$ cat config.mk
export PLATFORM = sky130hd
export DESIGN_NAME = video_std_supervisor
export DESIGN_NICKNAME = d
export VERILOG_FILES = /design/src/rtl/vsd_pkg.sv /design/src/rtl/vsd_ms_timer.sv /design/src/rtl/vsd_status_decode.sv /design/src/rtl/vsd_debounce.sv /design/src/rtl/video_std_supervisor.sv
export SDC_FILE = /design/constraint.sdc
export NUM_CORES = 1
export LEC_CHECK = 0
export ABC_CLOCK_PERIOD_IN_PS = 4700
export CAP_MARGIN = 20
export CORE_ASPECT_RATIO = 0.7
export CORE_MARGIN = 4
export CORE_UTILIZATION = 64
export CTS_CLUSTER_DIAMETER = 80
export DETAILED_ROUTE_END_ITERATION = 8
export PLACE_DENSITY = 0.95
export SYNTH_ARGS = -nofsm -noshare
export SYNTH_HDL_FRONTEND = slang
export SYNTH_SLANG_ARGS = --single-unit
$ cat constraint.sdc
create_clock -name clk -period 4.7 [get_ports clk]
set_input_delay 0.705 -clock clk [delete_from_list [all_inputs] [get_ports clk]]
set_output_delay 0.705 -clock clk [all_outputs]
set_load 0.1 [all_outputs]
$ cat src/rtl/vsd_pkg.sv
package vsd_pkg;
    localparam int DATA_W       = 8;
    localparam int MODE_PAL_BIT = 6;
    localparam int MODE_EN_BIT  = 3;
    localparam int ST_PAL_BIT   = 0;
    localparam int ST_NTSC_BIT  = 1;
    localparam int ST_LOS_BIT   = 2;
    localparam int ST_USED_W    = 3;

    localparam logic [1:0] CFG_FORCE_PAL  = 2'b01;
    localparam logic [1:0] CFG_FORCE_NTSC = 2'b10;

    typedef enum logic [3:0] {
        ST_IDLE    = 4'd0,
        ST_RD_MODE = 4'd1,
        ST_COMPARE = 4'd2,
        ST_RD_STAT = 4'd3,
        ST_JUDGE   = 4'd4,
        ST_PICK    = 4'd5,
        ST_RD_INIT = 4'd6,
        ST_DECIDE  = 4'd7,
        ST_WR_MODE = 4'd8,
        ST_STROBE  = 4'd9
    } sup_state_t;

    function automatic logic [DATA_W-1:0] mode_byte(input logic pal);
        logic [DATA_W-1:0] v;
        v = '0;
        v[MODE_EN_BIT]  = 1'b1;
        v[MODE_PAL_BIT] = pal;
        return v;
    endfunction

    function automatic logic cfg_is_auto(input logic [1:0] cfg);
        return (cfg != CFG_FORCE_PAL) && (cfg != CFG_FORCE_NTSC);
    endfunction
endpackage

$ cat src/rtl/vsd_ms_timer.sv
module vsd_ms_timer #(
    parameter int TIME_W  = 16,
    parameter int POLL_MS = 1000
) (
    input  logic              clk,
    input  logic              rst_n,
    input  logic              tick_ms,
    input  logic              mark_poll,
    output logic [TIME_W-1:0] now,
    output logic              poll_due
);
    localparam logic [TIME_W-1:0] POLL_LIM = TIME_W'(POLL_MS);

    logic [TIME_W-1:0] count_q;
    logic [TIME_W-1:0] last_q;
    logic [TIME_W-1:0] gap;

    always_ff @(posedge clk or negedge rst_n) begin
        if (!rst_n) begin
            count_q <= '0;
        end else if (tick_ms) begin
            count_q <= count_q + 1'b1;
        end
    end

    always_ff @(posedge clk or negedge rst_n) begin
        if (!rst_n) begin
            last_q <= '0;
        end else if (mark_poll) begin
            last_q <= count_q;
        end
    end

    assign now      = count_q;
    assign gap      = count_q - last_q;
    assign poll_due = (gap > POLL_LIM);
endmodule

$ cat src/rtl/vsd_status_decode.sv
module vsd_status_decode
    import vsd_pkg::*;
(
    input  logic [ST_USED_W-1:0] stat,
    input  logic                 out_pal,
    output logic                 los,
    output logic                 mismatch,
    output logic                 pick_pal
);
    logic pal_valid;
    logic ntsc_strict;
    logic ntsc_loose;

    always_comb begin
        los         = stat[ST_LOS_BIT];
        pal_valid   = !los && stat[ST_PAL_BIT];
        ntsc_strict = !los && stat[ST_NTSC_BIT];
        // tolerant rule: no loss and no PAL flag counts as NTSC input
        ntsc_loose  = !los && !stat[ST_PAL_BIT];
        mismatch    = (pal_valid && !out_pal) || (ntsc_loose && out_pal);
        // initial choice: strict NTSC first, then PAL, otherwise NTSC fallback
        pick_pal    = !ntsc_strict && pal_valid;
    end
endmodule

$ cat src/rtl/vsd_debounce.sv
module vsd_debounce #(
    parameter int TIME_W      = 16,
    parameter int DEBOUNCE_MS = 100
) (
    input  logic              clk,
    input  logic              rst_n,
    input  logic [TIME_W-1:0] now,
    input  logic              observe,
    input  logic              mismatch,
    input  logic              los_seen,
    input  logic              clear,
    output logic              armed,
    output logic              expired
);
    localparam logic [TIME_W-1:0] DEB_LIM = TIME_W'(DEBOUNCE_MS);

    logic [TIME_W-1:0] stamp_q;
    logic              armed_q;
    logic [TIME_W-1:0] held;

    always_ff @(posedge clk or negedge rst_n) begin
        if (!rst_n) begin
            armed_q <= 1'b0;
            stamp_q <= '0;
        end else if (clear || los_seen) begin
            armed_q <= 1'b0;
        end else if (observe && mismatch && !armed_q) begin
            armed_q <= 1'b1;
            stamp_q <= now;
        end
    end

    assign held    = now - stamp_q;
    assign armed   = armed_q;
    assign expired = armed_q && (held > DEB_LIM);
endmodule

$ cat src/rtl/video_std_supervisor.sv
module video_std_supervisor
    import vsd_pkg::*;
#(
    parameter int                TIME_W      = 16,
    parameter int                POLL_MS     = 1000,
    parameter int                DEBOUNCE_MS = 100,
    parameter int                ADDR_W      = 8,
    parameter logic [ADDR_W-1:0] MODE_ADDR   = 8'h00,
    parameter logic [ADDR_W-1:0] STAT_ADDR   = 8'hA0
) (
    input  logic              clk,
    input  logic              rst_n,
    input  logic              tick_ms,
    input  logic              svc_req,
    input  logic [1:0]        cfg_mode,
    output logic              reg_req,
    output logic              reg_wr,
    output logic [ADDR_W-1:0] reg_addr,
    output logic [DATA_W-1:0] reg_wdata,
    input  logic              reg_ack,
    input  logic [DATA_W-1:0] reg_rdata,
    output logic              reinit,
    output logic              fmt_pal
);
    sup_state_t state_q, state_d;

    logic [DATA_W-1:0] rd_q;
    logic              fmt_pal_q;
    logic              target_q;
    logic              init_done_q;

    logic [TIME_W-1:0] now;
    logic              poll_due;
    logic              los;
    logic              mismatch;
    logic              pick_pal;
    logic              deb_armed;
    logic              deb_expired;
    logic              in_judge;
    logic              in_strobe;
    logic              auto_cfg;

    assign in_judge  = (state_q == ST_JUDGE);
    assign in_strobe = (state_q == ST_STROBE);
    assign auto_cfg  = cfg_is_auto(cfg_mode);

    vsd_ms_timer #(
        .TIME_W  (TIME_W),
        .POLL_MS (POLL_MS)
    ) u_timer (
        .clk       (clk),
        .rst_n     (rst_n),
        .tick_ms   (tick_ms),
        .mark_poll (in_judge),
        .now       (now),
        .poll_due  (poll_due)
    );

    vsd_status_decode u_decode (
        .stat     (rd_q[ST_USED_W-1:0]),
        .out_pal  (fmt_pal_q),
        .los      (los),
        .mismatch (mismatch),
        .pick_pal (pick_pal)
    );

    vsd_debounce #(
        .TIME_W      (TIME_W),
        .DEBOUNCE_MS (DEBOUNCE_MS)
    ) u_debounce (
        .clk      (clk),
        .rst_n    (rst_n),
        .now      (now),
        .observe  (in_judge),
        .mismatch (mismatch),
        .los_seen (in_judge && los),
        .clear    (in_strobe),
        .armed    (deb_armed),
        .expired  (deb_expired)
    );

    // state register
    always_ff @(posedge clk or negedge rst_n) begin
        if (!rst_n) begin
            state_q <= ST_IDLE;
        end else begin
            state_q <= state_d;
        end
    end

    // transitions
    always_comb begin
        state_d = state_q;
        unique case (state_q)
            ST_IDLE: begin
                if (svc_req) begin
                    state_d = init_done_q ? ST_RD_MODE : ST_PICK;
                end
            end
            ST_RD_MODE: begin
                if (reg_ack) state_d = ST_COMPARE;
            end
            ST_COMPARE: begin
                if (rd_q != mode_byte(fmt_pal_q)) begin
                    state_d = ST_PICK;
                end else if (auto_cfg && poll_due) begin
                    state_d = ST_RD_STAT;
                end else begin
                    state_d = ST_IDLE;
                end
            end
            ST_RD_STAT: begin
                if (reg_ack) state_d = ST_JUDGE;
            end
            ST_JUDGE: begin
                if (!los && mismatch && deb_expired) begin
                    state_d = ST_PICK;
                end else begin
                    state_d = ST_IDLE;
                end
            end
            ST_PICK: begin
                state_d = auto_cfg ? ST_RD_INIT : ST_WR_MODE;
            end
            ST_RD_INIT: begin
                if (reg_ack) state_d = ST_DECIDE;
            end
            ST_DECIDE: begin
                state_d = ST_WR_MODE;
            end
            ST_WR_MODE: begin
                if (reg_ack) state_d = ST_STROBE;
            end
            ST_STROBE: begin
                state_d = ST_IDLE;
            end
            default: begin
                state_d = ST_IDLE;
            end
        endcase
    end

    // datapath registers
    always_ff @(posedge clk or negedge rst_n) begin
        if (!rst_n) begin
            rd_q        <= '0;
            fmt_pal_q   <= 1'b0;
            target_q    <= 1'b0;
            init_done_q <= 1'b0;
        end else begin
            if (reg_ack && (state_q == ST_RD_MODE || state_q == ST_RD_STAT ||
                            state_q == ST_RD_INIT)) begin
                rd_q <= reg_rdata;
            end
            if (state_q == ST_PICK && !auto_cfg) begin
                target_q <= (cfg_mode == CFG_FORCE_PAL);
            end
            if (state_q == ST_DECIDE) begin
                target_q <= pick_pal;
            end
            if (state_q == ST_WR_MODE && reg_ack) begin
                fmt_pal_q   <= target_q;
                init_done_q <= 1'b1;
            end
        end
    end

    // outputs
    always_comb begin
        reg_req   = 1'b0;
        reg_wr    = 1'b0;
        reg_addr  = MODE_ADDR;
        reg_wdata = '0;
        reinit    = 1'b0;
        unique case (state_q)
            ST_RD_MODE: begin
                reg_req = 1'b1;
            end
            ST_RD_STAT, ST_RD_INIT: begin
                reg_req  = 1'b1;
                reg_addr = STAT_ADDR;
            end
            ST_WR_MODE: begin
                reg_req   = 1'b1;
                reg_wr    = 1'b1;
                reg_wdata = mode_byte(target_q);
            end
            ST_STROBE: begin
                reinit = 1'b1;
            end
            default: begin
                reg_req = 1'b0;
            end
        endcase
    end

    assign fmt_pal = fmt_pal_q;

    logic unused_ok;
    assign unused_ok = deb_armed;
endmodule

Yosys cells after proc, flatten, opt, wreduce, memory -nomap -nowiden
Cells that the tools add are included.
Word-level totals
  flip-flop bits (word level): 64
  latch bits: 0
  memory bits (writable): 0
  ROM bits: 0
  input port bits: 15
  memories: 0
Operators by class
  add/sub/neg operators: 3
  multiply operators: 0
  divide/modulo/power cells: 0
  order comparisons: 2
  eq/ne operators: 18
  shift operators: 0
  multiplexer cells: 20
  bitwise logic cells: 1
  reduce and logical (&&, ||, !) cells: 34
Operator list (count)
  $pmux 4 s9: 1
  $sub 16x16->16: 2
  $mux 4: 6
  $logic_and 1x1->1: 17
  $add 16x1->16 const B: 1
  $eq 4x3->1 const B: 4
  $gt 16x10->1 const B: 1
  $gt 16x7->1 const B: 1
  $ne 2x2->1 const B: 6
  $mux 3: 3
  $eq 4x2->1 const B: 2
  $eq 4x4->1 const B: 2
  $mux 8: 1
  $ne 8x7->1: 1
  $mux 1: 7
  $mux 7: 1
  $logic_not 1->1: 6
  $reduce_and 5->1: 1
  $eq 4x1->1 const B: 1
  $logic_not 4->1: 1
  $logic_or 1x1->1: 4
  $reduce_bool 2->1: 2
  $reduce_or 4->1: 1
  $eq 2x1->1 const B: 1
  5 further kinds: 5

Logic depth before layout (Yosys ltp)
Gate-level depths: netlist (run 1).
  depth in word-level cells: 8
  mapped depth: 13

By module
A second synthesis (run 1) with hierarchy kept.
Second synthesis, totals
  cell total of the unflattened synthesis: 543
  area total of the unflattened synthesis: 4755.8 µm²
Modules (own cells, without submodules)
  vsd_ms_timer: instances 1, cells an instance 236, area an instance 2144.6 µm², sequential area each 800.8 µm²
  vsd_debounce: instances 1, cells an instance 189, area an instance 1524.0 µm², sequential area each 425.4 µm²
  video_std_supervisor: instances 1, cells an instance 114, area an instance 1054.8 µm², sequential area each 375.4 µm²
  vsd_status_decode: instances 1, cells an instance 4, area an instance 32.5 µm², sequential area each 0.0 µm²

Least setup slack after synthesis (run 1)
OpenSTA, ideal clock, no wires.
  kind: flip-flop to output port
  from: register state_q[3]
  to: output reg_addr[7]
  arrival time: 3599 ps
  required time: 3995 ps
  setup slack: 396 ps
  cell stages (with the launch flop): 5
  path buffers: 2
  path through: dfrtp_1 > buf_6 > and2b_1 > a21boi_0 > buf_4
Between the ends
  word-level cells in the longest chain between the ends: 3
Ends and longest elaborated chain
  from (decl): line video_std_supervisor.sv:25  | sup_state_t state_q, state_d;
  from (signal assigned): line video_std_supervisor.sv:87  | state_q <= state_d;
  $eq 4x2->1 / $eq 4x3->1 (equally long branches): line video_std_supervisor.sv:175  | unique case (state_q)
  $reduce_or 2->1 *
  $mux 8 *: line video_std_supervisor.sv:175
  to (decl): line video_std_supervisor.sv:18  | output logic [ADDR_W-1:0] reg_addr,
Every way passes the cells marked *; elsewhere a longest branch is shown, timed or not.

Final worst setup path (run 1)
  from: register state_q[1]
  to: output reg_addr[5]
The elaborated chain is that of the path after synthesis.

==> results of run 1 <==
-- power groups by stage --
stage	registers (mW)	logic (mW)	clock network, mW
floorplan	0.822	1.67	0
global placement	0.873	1.88	0
detailed placement	0.886	1.99	0
CTS	0.881	2.05	0.481
global route	0.912	2.29	0.504
finish	0.888	2.10	0.478
-- state kept, by name, indices dropped and copies added (netlist names) --
name	count
u_debounce.armed	1
target_q	1
u_timer.last_q	16
state_q	4
u_debounce.stamp_q	16
fmt_pal	1
rd_q	8
u_timer.now	16
init_done_q	1
-- metal layers --
| layer | up-vias | global-route usage (%) | share of wire, % |
|---|---|---|---|
| met5 | - | 0 | 0 |
| met4 | 0 | 11.46 | 4.4 |
| met3 | 67 | 5.118 | 8.5 |
| met2 | 236 | 43.08 | 45 |
| met1 | 1869 | 38.29 | 42 |
| li1 | 1863 | - | - |
-- metrics by stage --
| stage | utilization, % | power (mW) |
|---|---|---|
| after floorplan | - | 2.491 |
| after global placement | 70.17 | 2.758 |
| after detailed placement | 70.17 | 2.878 |
| after CTS | 73.08 | 3.411 |
| after global routing | 73.08 | 3.710 |
| final | 73.08 | 3.466 |
-- final timing paths --
| check | startpoint | to | slack [ns] | cells after the start |
|---|---|---|---|---|
| max | state_q[1]$_DFFE_PN0P_ | reg_addr[5] | 1.16 | 3 |
| min | init_done_q$_DFFE_PN0P_ | init_done_q$_DFFE_PN0P_ | 0.47 | 1 |
| max reg2reg | u_timer.now[0]$_DFFE_PN0P_ | state_q[0]$_DFFE_PN0P_ | 1.19 | 13 |
| min reg2reg | init_done_q$_DFFE_PN0P_ | init_done_q$_DFFE_PN0P_ | 0.47 | 1 |
| max in group asynchronous | rst_n | u_timer.last_q[0]$_DFFE_PN0N_ | 3.64 | 2 |
| min in group asynchronous | rst_n | state_q[1]$_DFFE_PN0P_ | 0.52 | 2 |
-- worst max-delay path, stage by stage, from the launching register on --
cell	delay, ns
dfrtp_1	0.64
and2b_1	0.26
a21boi_0	0.38
clkdlybuf4s50_1	1.22
-- cell usage in the layout, fill, tap and decap left out, types with 11 or more instances in the layout --
master | netlist | final
dfrtp_1 | 64 | 64
ha_1 | 32 | 32
nor3_1 | 13 | 12
inv_1 | 45 | 45
xnor2_1 | 16 | 16
mux2_2 | 12 | 12
nand2_1 | 61 | 61
a21oi_1 | 29 | 29
nor2_1 | 25 | 25
xor2_1 | 12 | 12
clkdlybuf4s50_1 | 0 | 21
conb_1 | 1 | 12
clkbuf_8 | 0 | 11
o21ai_0 | 49 | 49
-- cell type report --
type	instances	area, µm²	share of cell area (%)
multi-input combinational	395	2681	53.56
sequential	64	1602	31.99
timing repair buffer	25	237.7	4.749
inverter	45	168.9	3.374
clock buffer	13	158.9	3.174
tap	94	117.6	2.349
clock inverter	3	40.04	0.7998
-- kinds of logic after synthesis --
kind of cell / share of synthesized area, %
muxes: 4.502
DFF: 34.93
xor gates and xnor gates: 5.348
and+or+nand+nor: 17.13
AOI/OAI and AO/OA: 20.79
other: 0.08178
buffers and inverters: 7.612
adders and majority gates: 9.604
==> impl_metrics.py, run 1 <==
metrics = {
    "outcome": {
        "status": "finished, final reports clean",
    },
    "pwr": {
        "vdd_ir_drop_max_uv": 428.0,
        "pwr-share-comb_pct": 60.6,
        "netSwitchingPower_mw": 1.665,
        "power.density_nw_per_um2": 692.3,
        "power.internal_mw": 1.800,
        "clockPowerShare_pct": 13.8,
        "p_leak_nw": 2.275,
        "pwr-share-seq_pct": 25.6,
        "switching_share_pct": 48.06,
    },
    "timing": {
        "finClkSkew_ns": 0.01109,
        "slew-limit-headroom_pct": 27.82,
        "finalSetupViolations": 0,
        "finalWorstSetupSlack_ns": 1.159,
        "rsz0062_at_grt": "false",
        "drv_slew": 0,
        "setup_total_negative_slack_ns": 0,
        "hold_viol": 0,
        "period_minus_slack_ns": 3.541,
        "tightest_slew_ns": 1.077,
        "fin_crit_sh_pct": 75.34,
        "fmax_mhz": 282.4,
        "whs_ns": 0.4724,
    },
    "flow_run": {
        "maxCapViolCount": 0,
    },
    "floorplanning": {
        "die-width_um": 109.2,
        "row_count": 25,
        "fp.dieH_um": 78.82,
        "start_util_pct": 66.94,
        "core_um2": 6850,
        "io_pins": 35,
        "dieArea_um2": 8605,
    },
    "synth": {
        "synth_edf_count": 0,
        "ys_warn_count": 0,
        "syn-cell-area_um2": 4586,
        "synthTopCellsByArea": "dfrtp_1, ha_1, o21ai_0",
        "async_flop_share_pct": 100.0,
        "yosys-top-cells-count": "dfrtp_1, nand2_1, o21ai_0",
        "synth.most_common_cell": "dfrtp_1",
        "yosysUniqueCellTypes": 68,
        "syn_inst": 520,
        "ys_seq_area_share_pct": 34.92,
        "avgSynthCellArea_um2": 8.819,
        "synth-seq-cells": 64,
        "synth_top_cell_area_share_pct": 34.92,
        "synthFlopType": "dfrtp_1",
        "yosysTopAreaCell": "dfrtp_1",
    },
    "grt": {
        "grt.total_usage_pct": 27.73,
        "antenna_found_initial": 0,
        "grt_pass1_vias": 3915,
        "gr-total-overflow": 0,
        "grt_pass1_wl_um": 19020,
        "grt_max_degree": 65,
    },
    "placement": {
        "gp_congestion": 0.9255,
        "post-place-ws_ns": 1.482,
        "hpwl_um": 7705,
        "dp_cells": 623,
        "place_area_um2": 4807,
        "port_buffers": 22,
    },
    "routing": {
        "vias": 4035,
        "first_iter_violations": 346,
        "drt-total-wl_um": 11180,
        "dr.pass1.iters": 6,
        "vias_per_cell": 6.315,
        "post-route-drc-count": 0,
        "ant_nets": 0,
        "drt-wirelength-per-cell_um": 17.50,
    },
    "clock_network": {
        "cts-root-buf": "clkbuf_8",
        "clk_latency_ns": 0.34,
        "cts_buffers": 9,
        "postCtsSetupBuffers": 0,
        "htree_num_levels": 3,
        "cts_hold_buf": 0,
        "path_clk_slew_ns": 0.07,
        "clockBufferDepth": 2,
        "cts_resized": 0,
        "cts_sinks": 64,
        "cts_tree": "done",
    },
    "setup_path": {
        "worstPathArrival_ns": 2.84,
        "endpoint_kind": "output pin",
        "cp-start-kind": "flip-flop",
        "critPathMaxFanout": 15,
        "cp_data_required_time_ns": 3.99,
        "worstSetupPathType": "reg2out",
    },
    "worst_hold_path": {
        "hold_path.class": "reg2reg",
    },
    "final_layout": {
        "diodes": 0,
        "fin_nets": 589,
        "drive_above_1_share_pct": 8.624,
        "finalNonFillerCells": 639,
        "area_growth_syn_to_layout_pct": 9.168,
        "fillCellCount": 448,
        "fin_area_um2": 5006,
    },
}
(Power assumes the default switching activity.)
==> run 2, diff against run 1 <==
--- a/config.mk
+++ b/config.mk
@@ -5,14 +5,14 @@
 export SDC_FILE = /design/constraint.sdc
 export NUM_CORES = 1
 export LEC_CHECK = 0
-export ABC_CLOCK_PERIOD_IN_PS = 4700
+export ABC_CLOCK_PERIOD_IN_PS = 3580
 export CAP_MARGIN = 20
 export CORE_ASPECT_RATIO = 0.7
 export CORE_MARGIN = 4
-export CORE_UTILIZATION = 64
+export CORE_UTILIZATION = 59
 export CTS_CLUSTER_DIAMETER = 80
 export DETAILED_ROUTE_END_ITERATION = 8
-export PLACE_DENSITY = 0.95
+export PLACE_DENSITY = 0.91
 export SYNTH_ARGS = -nofsm -noshare
 export SYNTH_HDL_FRONTEND = slang
 export SYNTH_SLANG_ARGS = --single-unit
==> constraint.sdc (replaced) <==
create_clock -name clk -period 3.58 [get_ports clk]
set_input_delay 0.537 -clock clk [delete_from_list [all_inputs] [get_ports clk]]
set_output_delay 0.537 -clock clk [all_outputs]
set_load 0.1 [all_outputs]
==> impl_metrics.py, run 2 (synthesized netlist as in run 1, its figures left out) <==
metrics = {
    "outcome": {
        "status": "finished, final reports clean",
    },
    "clock_network": {
        "path_clk_slew_ns": 0.07,
        "cts-root-buf": "clkbuf_8",
        "cts_tree": "done",
        "postCtsSetupBuffers": 0,
        "cts_sinks": 64,
        "clockBufferDepth": 2,
        "cts_resized": 0,
        "cts_buffers": 9,
        "clk_latency_ns": 0.35,
        "cts_hold_buf": 0,
        "htree_num_levels": 3,
    },
    "setup_path": {
        "cp_top_family": "compound AO/OA/AOI/OAI gates",
        "crit_top_cell": "inv_1",
        "critPathMaxFanout": 6,
        "worstPathArrival_ns": 3.39,
        "r2r_setup_slack_ns": 0.41,
        "crit_buf_inv": 2,
        "worstSetupPathType": "reg2reg",
        "endpoint_kind": "flip-flop",
        "r2r_end": "state_q[2]$_DFFE_PN0P_",
        "cp_data_required_time_ns": 3.80,
        "cp.depth": 13,
        "cp-start-kind": "flip-flop",
        "crit_path_top_delay_cell": "dfrtp_1",
        "startpoint": "u_timer.now[0]$_DFFE_PN0P_",
        "worstRegToRegCells": 13,
        "timing.rr.start": "u_timer.now[0]$_DFFE_PN0P_",
        "crit_end": "state_q[2]$_DFFE_PN0P_",
        "slowest_delay_ns": 0.44,
        "crit_chain": "inv_1 > ha_1 > inv_1 > fa_1 > a211oi_1 > nor2_1 > o22ai_1 > o21a_1 > and2_1 > o2111ai_1 > nor4_1 > a31o_1 > o221ai_1",
    },
    "timing": {
        "period_minus_slack_ns": 3.170,
        "fmax_mhz": 315.5,
        "rsz0062_at_grt": "false",
        "tightest_slew_ns": 0.9673,
        "finalWorstSetupSlack_ns": 0.4103,
        "slew-limit-headroom_pct": 35.31,
        "drv_slew": 0,
        "fin_crit_sh_pct": 88.54,
        "finClkSkew_ns": 0.005222,
        "setup_total_negative_slack_ns": 0,
        "finalSetupViolations": 0,
        "hold_viol": 0,
    },
    "floorplanning": {
        "dieArea_um2": 9269,
        "start_util_pct": 61.83,
        "core_um2": 7417,
        "die-width_um": 113.4,
        "io_pins": 35,
        "fp.dieH_um": 81.76,
        "row_count": 26,
    },
    "pwr": {
        "pwr-share-comb_pct": 59.9,
        "power.internal_mw": 2.323,
        "clockPowerShare_pct": 13.9,
        "power.density_nw_per_um2": 892.6,
        "vdd_ir_drop_max_uv": 448.5,
        "switching_share_pct": 47.93,
        "p_leak_nw": 2.296,
        "pwr-share-seq_pct": 26.2,
        "netSwitchingPower_mw": 2.139,
    },
    "routing": {
        "vias_per_cell": 6.182,
        "ant_nets": 0,
        "drt-wirelength-per-cell_um": 16.54,
        "post-route-drc-count": 0,
        "first_iter_violations": 461,
        "dr.pass1.iters": 5,
        "vias": 3981,
        "drt-total-wl_um": 10650,
    },
    "grt": {
        "gr-total-overflow": 0,
        "grt_pass1_wl_um": 18020,
        "grt_pass1_vias": 3780,
        "grt.total_usage_pct": 24.58,
        "grt_max_degree": 37,
        "antenna_found_initial": 0,
    },
    "final_layout": {
        "fillCellCount": 567,
        "regArea_um2": 1602,
        "fin_nets": 590,
        "final_cell_mix": "dfrtp_1, nand2_1, o21ai_0",
        "final_common_cell": "dfrtp_1",
        "diodes": 0,
        "drive_above_1_share_pct": 10.44,
        "area_growth_syn_to_layout_pct": 9.004,
        "final_util_pct": 67.39,
        "multiInputGateArea_um2": 2681,
    },
    "placement": {
        "post-place-ws_ns": 0.5479,
        "gp_congestion": 0.9610,
        "port_buffers": 22,
        "hpwl_um": 8075,
    },
    "worst_hold_path": {
        "hold_path.class": "in2async",
    },
    "flow_run": {
        "maxCapViolCount": 0,
    },
}
-- run 2: cell count changes in the layout (fill, tap and decap cells not counted) --
cell / change
a21boi_0: -1
a21boi_1: +1
buf_4: +8
clkbuf_1: -2
clkbuf_8: -1
clkdlybuf4s50_1: -7
clkinv_2: +2
clkinv_4: +1
-- run 2: power groups by stage --
| stage | combinational [mW] | sequential [mW] | clock (mW) |
|---|---|---|---|
| CTS | 2.63 | 1.16 | 0.635 |
| global route | 2.95 | 1.20 | 0.670 |
| global placement | 2.47 | 1.15 | 0 |
| floorplan | 2.19 | 1.08 | 0 |
| finish | 2.67 | 1.17 | 0.619 |
| detailed placement | 2.59 | 1.17 | 0 |
-- run 2: final cells by class --
| class | instances | share of cell area, % |
|---|---|---|
| clock buffers | 10 | 2.753 |
| clock inverters | 6 | 1.176 |
| inverters | 45 | 3.379 |
| multi-input cells | 395 | 53.64 |
| flip-flops and latches | 64 | 32.04 |
| well taps | 98 | 2.453 |
| repair buffers | 26 | 4.556 |
-- run 2: layer usage --
layer / global-route usage, % / vias up / part of all wire, %
li1: - / 1863 / -
met1: 34.85 / 1915 / 46
met2: 36.70 / 182 / 45
met3: 7.290 / 21 / 8.2
met4: 7.083 / 0 / 1.2
met5: 0 / - / 0
-- run 2: how the worst min path moves through the flow --
stage	from	end
after floorplan	rst_n	fmt_pal$_DFFE_PN0P_
after global placement	init_done_q$_DFFE_PN0P_	init_done_q$_DFFE_PN0P_
after detailed placement	init_done_q$_DFFE_PN0P_	init_done_q$_DFFE_PN0P_
after CTS	rst_n	rd_q[0]$_DFFE_PN0P_
after global routing	rst_n	rd_q[0]$_DFFE_PN0P_
final	rst_n	u_timer.last_q[11]$_DFFE_PN0N_
-- run 2: stage by stage --
stage	std cells	cell area (µm²)	power (mW)	hold slack, ns
3_5_place_dp	628	4802	3.764	0.4750
3_3_place_gp	628	4802	3.623	0.4523
4_1_cts	644	4999	4.422	0.2367
2_1_floorplan	531	4627	3.271	0.2414
6_report	644	4999	4.462	0.2227
5_1_grt	644	4999	4.820	0.2570
